--- src/rtl/rxr_pkg.sv ---
package rxr_pkg;
  typedef enum logic {
    RD_IDLE = 1'b0,
    RD_SEND = 1'b1
  } rd_state_e;

  localparam logic [7:0] CONT_BIT = 8'h80;
endpackage

--- src/rtl/rxr_byte_ring.sv ---
module rxr_byte_ring #(
  parameter int DEPTH = 64
) (
  input  logic       clk,
  input  logic       rst_n,
  input  logic       wr_en,
  input  logic [7:0] wr_data,
  input  logic       commit,
  input  logic       drop,
  input  logic       rd_adv,
  output logic [7:0] rd_data,
  output logic       room
);
  localparam int AW = $clog2(DEPTH);
  localparam int PW = AW + 1;

  logic [7:0]    mem [DEPTH];
  logic [PW-1:0] wptr, cptr, rptr, wptr_nx;

  assign wptr_nx = wptr + PW'(wr_en);
  assign room    = (wptr - rptr) != PW'(DEPTH);
  assign rd_data = mem[rptr[AW-1:0]];

  always_ff @(posedge clk) begin
    if (wr_en) mem[wptr[AW-1:0]] <= wr_data;
  end

  always_ff @(posedge clk) begin
    if (!rst_n) begin
      wptr <= '0;
      cptr <= '0;
      rptr <= '0;
    end else begin
      if (drop) wptr <= cptr;
      else      wptr <= wptr_nx;
      if (commit) cptr <= wptr_nx;
      if (rd_adv) rptr <= rptr + PW'(1);
    end
  end
endmodule

--- src/rtl/rxr_desc_fifo.sv ---
module rxr_desc_fifo #(
  parameter int DQ = 4,
  parameter int CW = 3,
  parameter int LW = 7,
  localparam int QA = $clog2(DQ),
  localparam int FCW = $clog2(DQ + 1)
) (
  input  logic           clk,
  input  logic           rst_n,
  input  logic           push,
  input  logic [CW-1:0]  push_chan,
  input  logic [LW-1:0]  push_len,
  input  logic           pop,
  output logic           head_vld,
  output logic [CW-1:0]  head_chan,
  output logic [LW-1:0]  head_len,
  output logic [FCW-1:0] count,
  output logic           full
);
  logic [CW-1:0] chan_a [DQ];
  logic [LW-1:0] len_a  [DQ];
  logic [QA-1:0] wp, rp;

  assign head_vld  = count != '0;
  assign head_chan = chan_a[rp];
  assign head_len  = len_a[rp];
  assign full      = count == FCW'(DQ);

  always_ff @(posedge clk) begin
    if (push) begin
      chan_a[wp] <= push_chan;
      len_a[wp]  <= push_len;
    end
  end

  always_ff @(posedge clk) begin
    if (!rst_n) begin
      wp    <= '0;
      rp    <= '0;
      count <= '0;
    end else begin
      if (push) wp <= wp + QA'(1);
      if (pop)  rp <= rp + QA'(1);
      count <= count + FCW'(push) - FCW'(pop);
    end
  end
endmodule

--- src/rtl/rxr_burst_seq.sv ---
module rxr_burst_seq
  import rxr_pkg::*;
#(
  parameter int CW  = 3,
  parameter int LW  = 7,
  parameter int BLW = 8
) (
  input  logic           clk,
  input  logic           rst_n,
  input  logic           req_valid,
  input  logic [BLW-1:0] req_len,
  output logic           req_ready,
  output logic           out_valid,
  input  logic           out_ready,
  output logic [7:0]     out_data,
  input  logic           head_vld,
  input  logic [CW-1:0]  head_chan,
  input  logic [LW-1:0]  head_len,
  input  logic [7:0]     byte_in,
  output logic           take,
  output logic           pop,
  output logic [LW-1:0]  rem
);
  rd_state_e      st;
  logic [BLW-1:0] left;
  logic [1:0]     pos;
  logic           has_q, ended_q;
  logic [7:0]     hdr0_q, hdr1_q;
  logic [LW-1:0]  used;
  logic           serving, fire, accept;

  assign rem       = head_vld ? head_len - used : '0;
  assign req_ready = st == RD_IDLE;
  assign out_valid = st == RD_SEND;
  assign accept    = req_ready && req_valid && req_len != '0;
  assign serving   = out_valid && pos == 2'd2 && has_q && !ended_q;
  assign fire      = out_valid && out_ready;
  assign take      = fire && serving;
  assign pop       = take && rem == LW'(1);

  always_comb begin
    unique case (pos)
      2'd0:    out_data = hdr0_q;
      2'd1:    out_data = hdr1_q;
      default: out_data = serving ? byte_in : 8'h00;
    endcase
  end

  always_ff @(posedge clk) begin
    if (!rst_n) begin
      st      <= RD_IDLE;
      left    <= '0;
      pos     <= '0;
      has_q   <= 1'b0;
      ended_q <= 1'b0;
      hdr0_q  <= '0;
      hdr1_q  <= '0;
      used    <= '0;
    end else begin
      if (accept) begin
        st      <= RD_SEND;
        left    <= req_len;
        pos     <= 2'd0;
        has_q   <= head_vld;
        ended_q <= 1'b0;
        hdr0_q  <= head_vld ? ((used != '0 ? CONT_BIT : 8'h00) | 8'(head_chan)) : 8'h00;
        hdr1_q  <= 8'(rem);
      end
      if (fire) begin
        left <= left - BLW'(1);
        if (left == BLW'(1)) st <= RD_IDLE;
        if (pos != 2'd2) pos <= pos + 2'd1;
      end
      if (take) begin
        if (pop) begin
          used    <= '0;
          ended_q <= 1'b1;
        end else begin
          used <= used + LW'(1);
        end
      end
    end
  end
endmodule

--- src/rtl/rxr_readout.sv ---
module rxr_readout #(
  parameter int DEPTH = 64,
  parameter int DQ    = 4,
  parameter int CW    = 3,
  localparam int LW   = $clog2(DEPTH + 1),
  localparam int FCW  = $clog2(DQ + 1),
  localparam int BLW  = 8
) (
  input  logic           clk,
  input  logic           rst_n,
  input  logic           in_valid,
  output logic           in_ready,
  input  logic [7:0]     in_data,
  input  logic           in_last,
  input  logic [CW-1:0]  in_chan,
  input  logic           rd_req_valid,
  output logic           rd_req_ready,
  input  logic [BLW-1:0] rd_req_len,
  output logic           out_valid,
  input  logic           out_ready,
  output logic [7:0]     out_data,
  output logic [FCW-1:0] frame_count,
  output logic [LW-1:0]  next_len,
  output logic           overflow
);
  logic          room, dfull, acc, bad_q, bad_now, wr_en, last_acc, keep, drop;
  logic [LW-1:0] cur_len;
  logic          head_vld, take, pop;
  logic [CW-1:0] head_chan;
  logic [LW-1:0] head_len;
  logic [7:0]    ring_byte;

  assign acc      = in_valid && in_ready;
  assign bad_now  = bad_q || !room;
  assign wr_en    = acc && !bad_now;
  assign last_acc = acc && in_last;
  assign keep     = last_acc && !bad_now && !dfull;
  assign drop     = last_acc && !keep;

  always_ff @(posedge clk) begin
    if (!rst_n) begin
      in_ready <= 1'b0;
      bad_q    <= 1'b0;
      cur_len  <= '0;
      overflow <= 1'b0;
    end else begin
      in_ready <= 1'b1;
      if (drop) overflow <= 1'b1;
      if (last_acc) begin
        bad_q   <= 1'b0;
        cur_len <= '0;
      end else if (acc) begin
        bad_q <= bad_now;
        if (!bad_now) cur_len <= cur_len + LW'(1);
      end
    end
  end

  rxr_byte_ring #(.DEPTH(DEPTH)) u_ring (
    .clk, .rst_n,
    .wr_en, .wr_data(in_data),
    .commit(keep), .drop,
    .rd_adv(take), .rd_data(ring_byte),
    .room
  );

  rxr_desc_fifo #(.DQ(DQ), .CW(CW), .LW(LW)) u_desc (
    .clk, .rst_n,
    .push(keep), .push_chan(in_chan), .push_len(cur_len + LW'(1)),
    .pop, .head_vld, .head_chan, .head_len,
    .count(frame_count), .full(dfull)
  );

  rxr_burst_seq #(.CW(CW), .LW(LW), .BLW(BLW)) u_seq (
    .clk, .rst_n,
    .req_valid(rd_req_valid), .req_len(rd_req_len), .req_ready(rd_req_ready),
    .out_valid, .out_ready, .out_data,
    .head_vld, .head_chan, .head_len,
    .byte_in(ring_byte), .take, .pop, .rem(next_len)
  );
endmodule

--- config.mk ---
export PLATFORM = sky130hd
export DESIGN_NAME = rxr_readout
export DESIGN_NICKNAME = d
export VERILOG_FILES = /design/src/rtl/rxr_pkg.sv /design/src/rtl/rxr_byte_ring.sv /design/src/rtl/rxr_desc_fifo.sv /design/src/rtl/rxr_burst_seq.sv /design/src/rtl/rxr_readout.sv
export SDC_FILE = /design/constraint.sdc
export NUM_CORES = 1
export LEC_CHECK = 0
export BUFFER_PORTS_ARGS = -buffer_cell sky130_fd_sc_hd__buf_4
export CAP_MARGIN = 10
export CORE_ASPECT_RATIO = 2
export CORE_UTILIZATION = 65
export CTS_BUF_LIST = sky130_fd_sc_hd__clkbuf_4 sky130_fd_sc_hd__clkbuf_8
export DETAILED_ROUTE_END_ITERATION = 10
export PLACE_DENSITY_LB_ADDON = 0.1
export SETUP_SLACK_MARGIN = 0.2
export SYNTH_ARGS = -nofsm -noshare
export SYNTH_HDL_FRONTEND = slang
export SYNTH_HIERARCHICAL = 1
export SYNTH_SLANG_ARGS = --single-unit
--- constraint.sdc ---
create_clock -name clk -period 5.2 [get_ports clk]
set_clock_uncertainty 0.15 [all_clocks]
set_input_delay 0.52 -clock clk [delete_from_list [all_inputs] [get_ports clk]]
set_output_delay 0.52 -clock clk [all_outputs]
set_load 0.05 [all_outputs]
* Word-level counts from Yosys, hierarchy flattened *
Memories as Yosys holds them, arrays and structs flattened. A register that Yosys moved wholly into a read port is not among the register bits.
Index checks and enable logic that the tools add are counted.

word-level totals
  memories kept = 3
  output and inout bits = 22
  input port bits = 25
  logic and storage cells = 100
  flip-flop bits (word level) = 73
  memory bits (writable) = 552

operators by class
  bitwise logic cells = 4
  equal/unequal tests = 7
  reduce and logical (&&, ||, !) cells = 27
  $add $sub $neg = 12
  muxes and demuxes = 29

memory list
  name           depth  bits a word  rd ports  clocked after Yosys merged registers in  write ports  RTL line             source
  u_ring.mem     64     8            1         1                                        1            rxr_byte_ring.sv:17  logic [7:0] mem [DEPTH];
  u_desc.len_a   4      7            1         1                                        1            rxr_desc_fifo.sv:21  logic [LW-1:0] len_a [DQ];
  u_desc.chan_a  4      3            1         1                                        1            rxr_desc_fifo.sv:20  logic [CW-1:0] chan_a [DQ];

operators with widths
  cell                                                                number
  8-bit 2-to-1 mux                                                    5
  7-bit by 1-bit adder with 7-bit output, second input constant       3
  7-bit 2-to-1 mux                                                    3
  8-bit case mux with 2 select lines                                  1
  1-bit logical AND                                                   14
  2-bit 2-to-1 mux                                                    7
  7-bit subtractor                                                    2
  6-bit 2-to-1 mux                                                    2
  1-bit 2-to-1 mux                                                    11
  8-bit by 1-bit == test with 1-bit output, second input constant     1
  8-bit by 3-bit OR with 8-bit output                                 1
  8-bit nonzero test                                                  1
  8-bit by 1-bit subtractor with 8-bit output, second input constant  1
  7-bit by 1-bit adder with 7-bit output                              1
  7-bit by 1-bit == test with 1-bit output, second input constant     1
  7-bit != test, second input constant                                1
  7-bit nonzero test                                                  1
  2-bit by 1-bit adder with 2-bit output, second input constant       3
  1-bit logical NOT                                                   5
  3-bit by 1-bit adder with 3-bit output                              1
  3-bit == test, second input constant                                1
  1-bit NOT                                                           3
  3-bit nonzero test                                                  1
  3-bit by 1-bit subtractor with 3-bit output                         1
  other kinds (8)                                                     8

* Depth between registers and ports, before layout *
  depth after elaboration = 10
  gate-level depth with buffers = 18
  mapped depth without buffers = 16

* By module *
Netlist, hierarchy kept.

by module, submodules not included
  module         instances  area an instance (um2)  cells an instance
  rxr_byte_ring  1          21333.0                 1067
  rxr_burst_seq  1          1891.8                  232
  rxr_desc_fifo  1          1886.8                  95
  rxr_readout    1          480.5                   55

* Least setup slack after synthesis *
Ideal clock, no wire load.

  path type = register to register
  start = register (tool-made name)
  end = register u_desc.count[2]
  slack = 627 ps
  buffers on the path = 1
  arrival = 4305 ps
  required time = 4933 ps
  stages on the path, launching flop included = 15
  clock period less this slack = 4573 ps
  library setup time = 117 ps
  cell sequence = dfxtp_1 > buf_6 > mux4_2 > ha_1 > nor2b_1 > o2111ai_1 > a31o_2 > a21oi_1 > nor3_2 > ha_1 > inv_1 > ha_1 > fa_1 > xor3_1 > nor2_1

RTL lines
  element               RTL line             source
  to (signal assigned)  rxr_desc_fifo.sv:44  count <= count + FCW'(push) - FCW'(pop);
  to (decl)             rxr_desc_fifo.sv:17  output logic [FCW-1:0] count,

==> key figures <==
Timing
  • Worst hold slack: 0.0575 ns
  • Least-Margin Pin Slew: approximately 1.0 ns
  • Fmax: roughly 0.21 GHz
  • Hold Fails Final Rpt: 0
  • RSZ-0062 raised after global routing: false
  • Period utilisation layout: 91.1%
  • Clock period minus worst slack: 4.74 ns
  • Worst slew margin: about 30%
  • Endpoints failing setup: 0
  • Post-route setup slack: approximately 0.46 ns
  • Fin Setup TNS: 0 ns
  • Pins over their slew limit: 0

Layout
  • Core Util, Final: approximately 73%
  • Area occupied by multi-input gates: 6930 um2
  • Fillers: between 2,000 and 2,500
  • Register Area: around 18,000 um2
  • Commonest non-fill, non-tap cell in the layout: edfxtp_1
  • Area delta synth->final: 10.1%
  • Nets: around 1,600
  • Commonest cells after routing, fill and taps aside: 552 x edfxtp_1, 124 x mux4_2, 102 x nor2_1
  • Layout cells sized above 1: roughly 23%

Power and ir drop
  • Internal: approximately 7500 uW
  • Part of the power in registers: just under 60%
  • Peak VDD IR: between 200 and 300 uV
  • Clock power share: between 30% and 40%
  • Pwr/cell area: approximately 340 nW/um2
  • P_sw: 1940 uW
  • Leakage dissipation: around 0.0089 uW
  • Logic pwr share: under 10%
  • Switching Share: roughly a fifth

Floorplan
  • IO Count: 47
  • Die Ht: 283 um
  • # rows: slightly above 100
  • Core ar.: a little under 40,000 um2
  • Die W: around 140 um
  • Starting Density: ~66%
  • DIE AREA: between 40,000 and 50,000 um2

Flow run
  • Max-cap violations: 0

Placement
  • HPWL after DPL: ~38,000 um
  • Final weighted congestion in routability-driven placement: slightly below 1
  • PortBufs: 46
  • Pre-CTS setup slack: between 0.8 and 0.9 ns

Clock network
  • Clock buffers created by TritonCTS: 81
  • Clock Latency Late Sink: 0.63 ns
  • Worst-path clk slew: 0.06 ns
  • CTS max path bufs: 3
  • Sink Count: ~630
  • Post CTS Setup Buffer Count: 0
  • Clock root buffer: clkbuf_8
  • H-tree lvl count: 3
  • CTS tree: yes

Synth
  • Yosys reg bits: about 630
  • Syn Nets: about 1,500
  • Mapped Area: around 26,000 um2
  • Top_reg_cell synth: edfxtp_1
  • Post-synth EDFFs: 552
  • Instance count of the mapped netlist: around 1,400
  • Ys async rst share: 0%
  • Avg Inst Size Synth: about 18 um2
  • Yosys warning count: 6
  • Register area share after synthesis: a little over two thirds
  • Netlist cell types: ~80

Drt
  • Drt first-iter violations: 1,023
  • # DRC: 0
  • Via count: 13,700
  • Drt wl/cell: between 20 and 30 um
  • DRT Pass-1 Iters: 5
  • Antenna-violating nets left: 0
  • Routed Wire Length: ~57,000 um
  • Via density: ~6.4

Outcome
  • Outcome: finished clean

Critical path
  • Worst EP required: around 4.5 ns
  • CP arrival: 4.07 ns
  • Worst setup EP type: output port
  • Crit-path max FO: 53
  • Critical path startpoint category: register
  • Critical path class: register to output port

Global route
  • Largest net degree at the start of global routing: between 60 and 70
  • First-pass GRT wire length: about 85,000 um
  • Initial antenna violation count: 1
  • Gr ovfl total: 0
  • Total track usage: 29.9%
  • Vias in the first global route: 14,000

Hold path
  • Min-delay worst type: input pin to register
-- synth_stat cells, drive strengths merged, types with 23 or more instances --
cell type | n | area share, %
buf | 35 | 0.94
mux2i | 33 | 1.3
mux4 | 136 | 12
nor2 | 102 | 1.5
o21ai | 27 | 0.54
a21oi | 23 | 0.45
and2 | 23 | 0.56
nand2 | 78 | 1.1
ha | 26 | 1.3
inv | 31 | 0.45
nand3 | 24 | 0.51
clkbuf | 37 | 0.74
edfxtp | 552 | 65
dfxtp | 77 | 6.0
-- final cells by class --
cell class                 instances  share of cell area [%]
multi-input combinational        717                    24.6
timing repair buffer              80                    2.35
inverter                          31                   0.413
clock buffer                     112                    4.92
antenna                            2                  0.0178
sequential                       629                    64.4
clock inverter                    37                    1.02
tap                              520                    2.31
-- through the flow --
stage	instance area, um2	power [uW]	cells
6_report	28200	9460	2128
5_1_grt	28200	9730	2127
4_1_cts	28200	9520	2126
3_5_place_dp	26400	5890	1972
3_3_place_gp	26400	5880	1972
2_1_floorplan	25600	5750	1449
-- metal layers --
layer / vias up / GRT usage [%] / routed length, um
met5: - / 0 / 0
met4: 0 / 18.6 / 3640
met3: 178 / 5.26 / 3430
met2: 572 / 55.2 / 31900
met1: 6953 / 31.0 / 18200
li1: 5951 / - / -
-- power groups by stage --
stage          clock (uW)  combinational (uW)  sequential, uW
3_5_place_dp            0                 255            5640
5_1_grt              3930                 276            5530
6_report             3670                 257            5530
2_1_floorplan           0                 117            5640
4_1_cts              3740                 259            5530
3_3_place_gp            0                 248            5630
-- final timing paths --
path	from	to	slack, ns	depth (start not counted)
max	register	out_data[0]	0.46	9
max reg2reg	u_ring/wptr[0]	u_ring/mem[5][5]	0.75	13
min	rd_req_len[3]	u_seq/left[3]	0.06	3
min reg2reg	u_seq/hdr1_q[0]	u_seq/hdr1_q[0]	0.32	2
-- registers in the layout, indices dropped and copies added (netlist names), 2 cells and up, named ones only --
name / cells
cur_len: 7
u_desc/chan_a: 12
u_desc/count: 3
u_desc/len_a: 28
u_desc/rp: 2
u_desc/wp: 2
u_ring/cptr: 7
u_ring/mem: 512
u_ring/rptr: 7
u_ring/wptr: 7
u_seq/hdr0_q: 4
u_seq/hdr1_q: 7
u_seq/left: 8
u_seq/pos: 2
u_seq/used: 7
-- logic make-up after synthesis --
group                      count (synthesis)  share of synthesized area [%]
xor gates and xnor gates                  29                           1.05
muxes                                    177                           13.8
and+or+nand+nor                          324                           6.34
adders and majority gates                 28                           1.43
AOI/OAI and AO/OA                        159                           4.46
DFF                                      629                           70.8
buffers and inverters                    103                           2.14
-- worst max-delay path, cell delays in order (launching register included) --
cell and delay (ns):
dfxtp_4 1.01, mux4_2 0.60, nor2b_1 0.16, a2111oi_0 0.61, buf_4 0.24, nor3_1 0.04
a22o_1 0.27, nand2_1 0.11, o21ai_0 0.13, buf_4 0.22
-- repair_timing --
action / 4_1_cts / 5_1_grt
hold endpoints to repair: 14 / 0
gates resized for setup: 0 / 0
endpoints found under the setup margin: 0 / 0
hold buffers: 5 / 0
(Power assumes the default switching activity.)
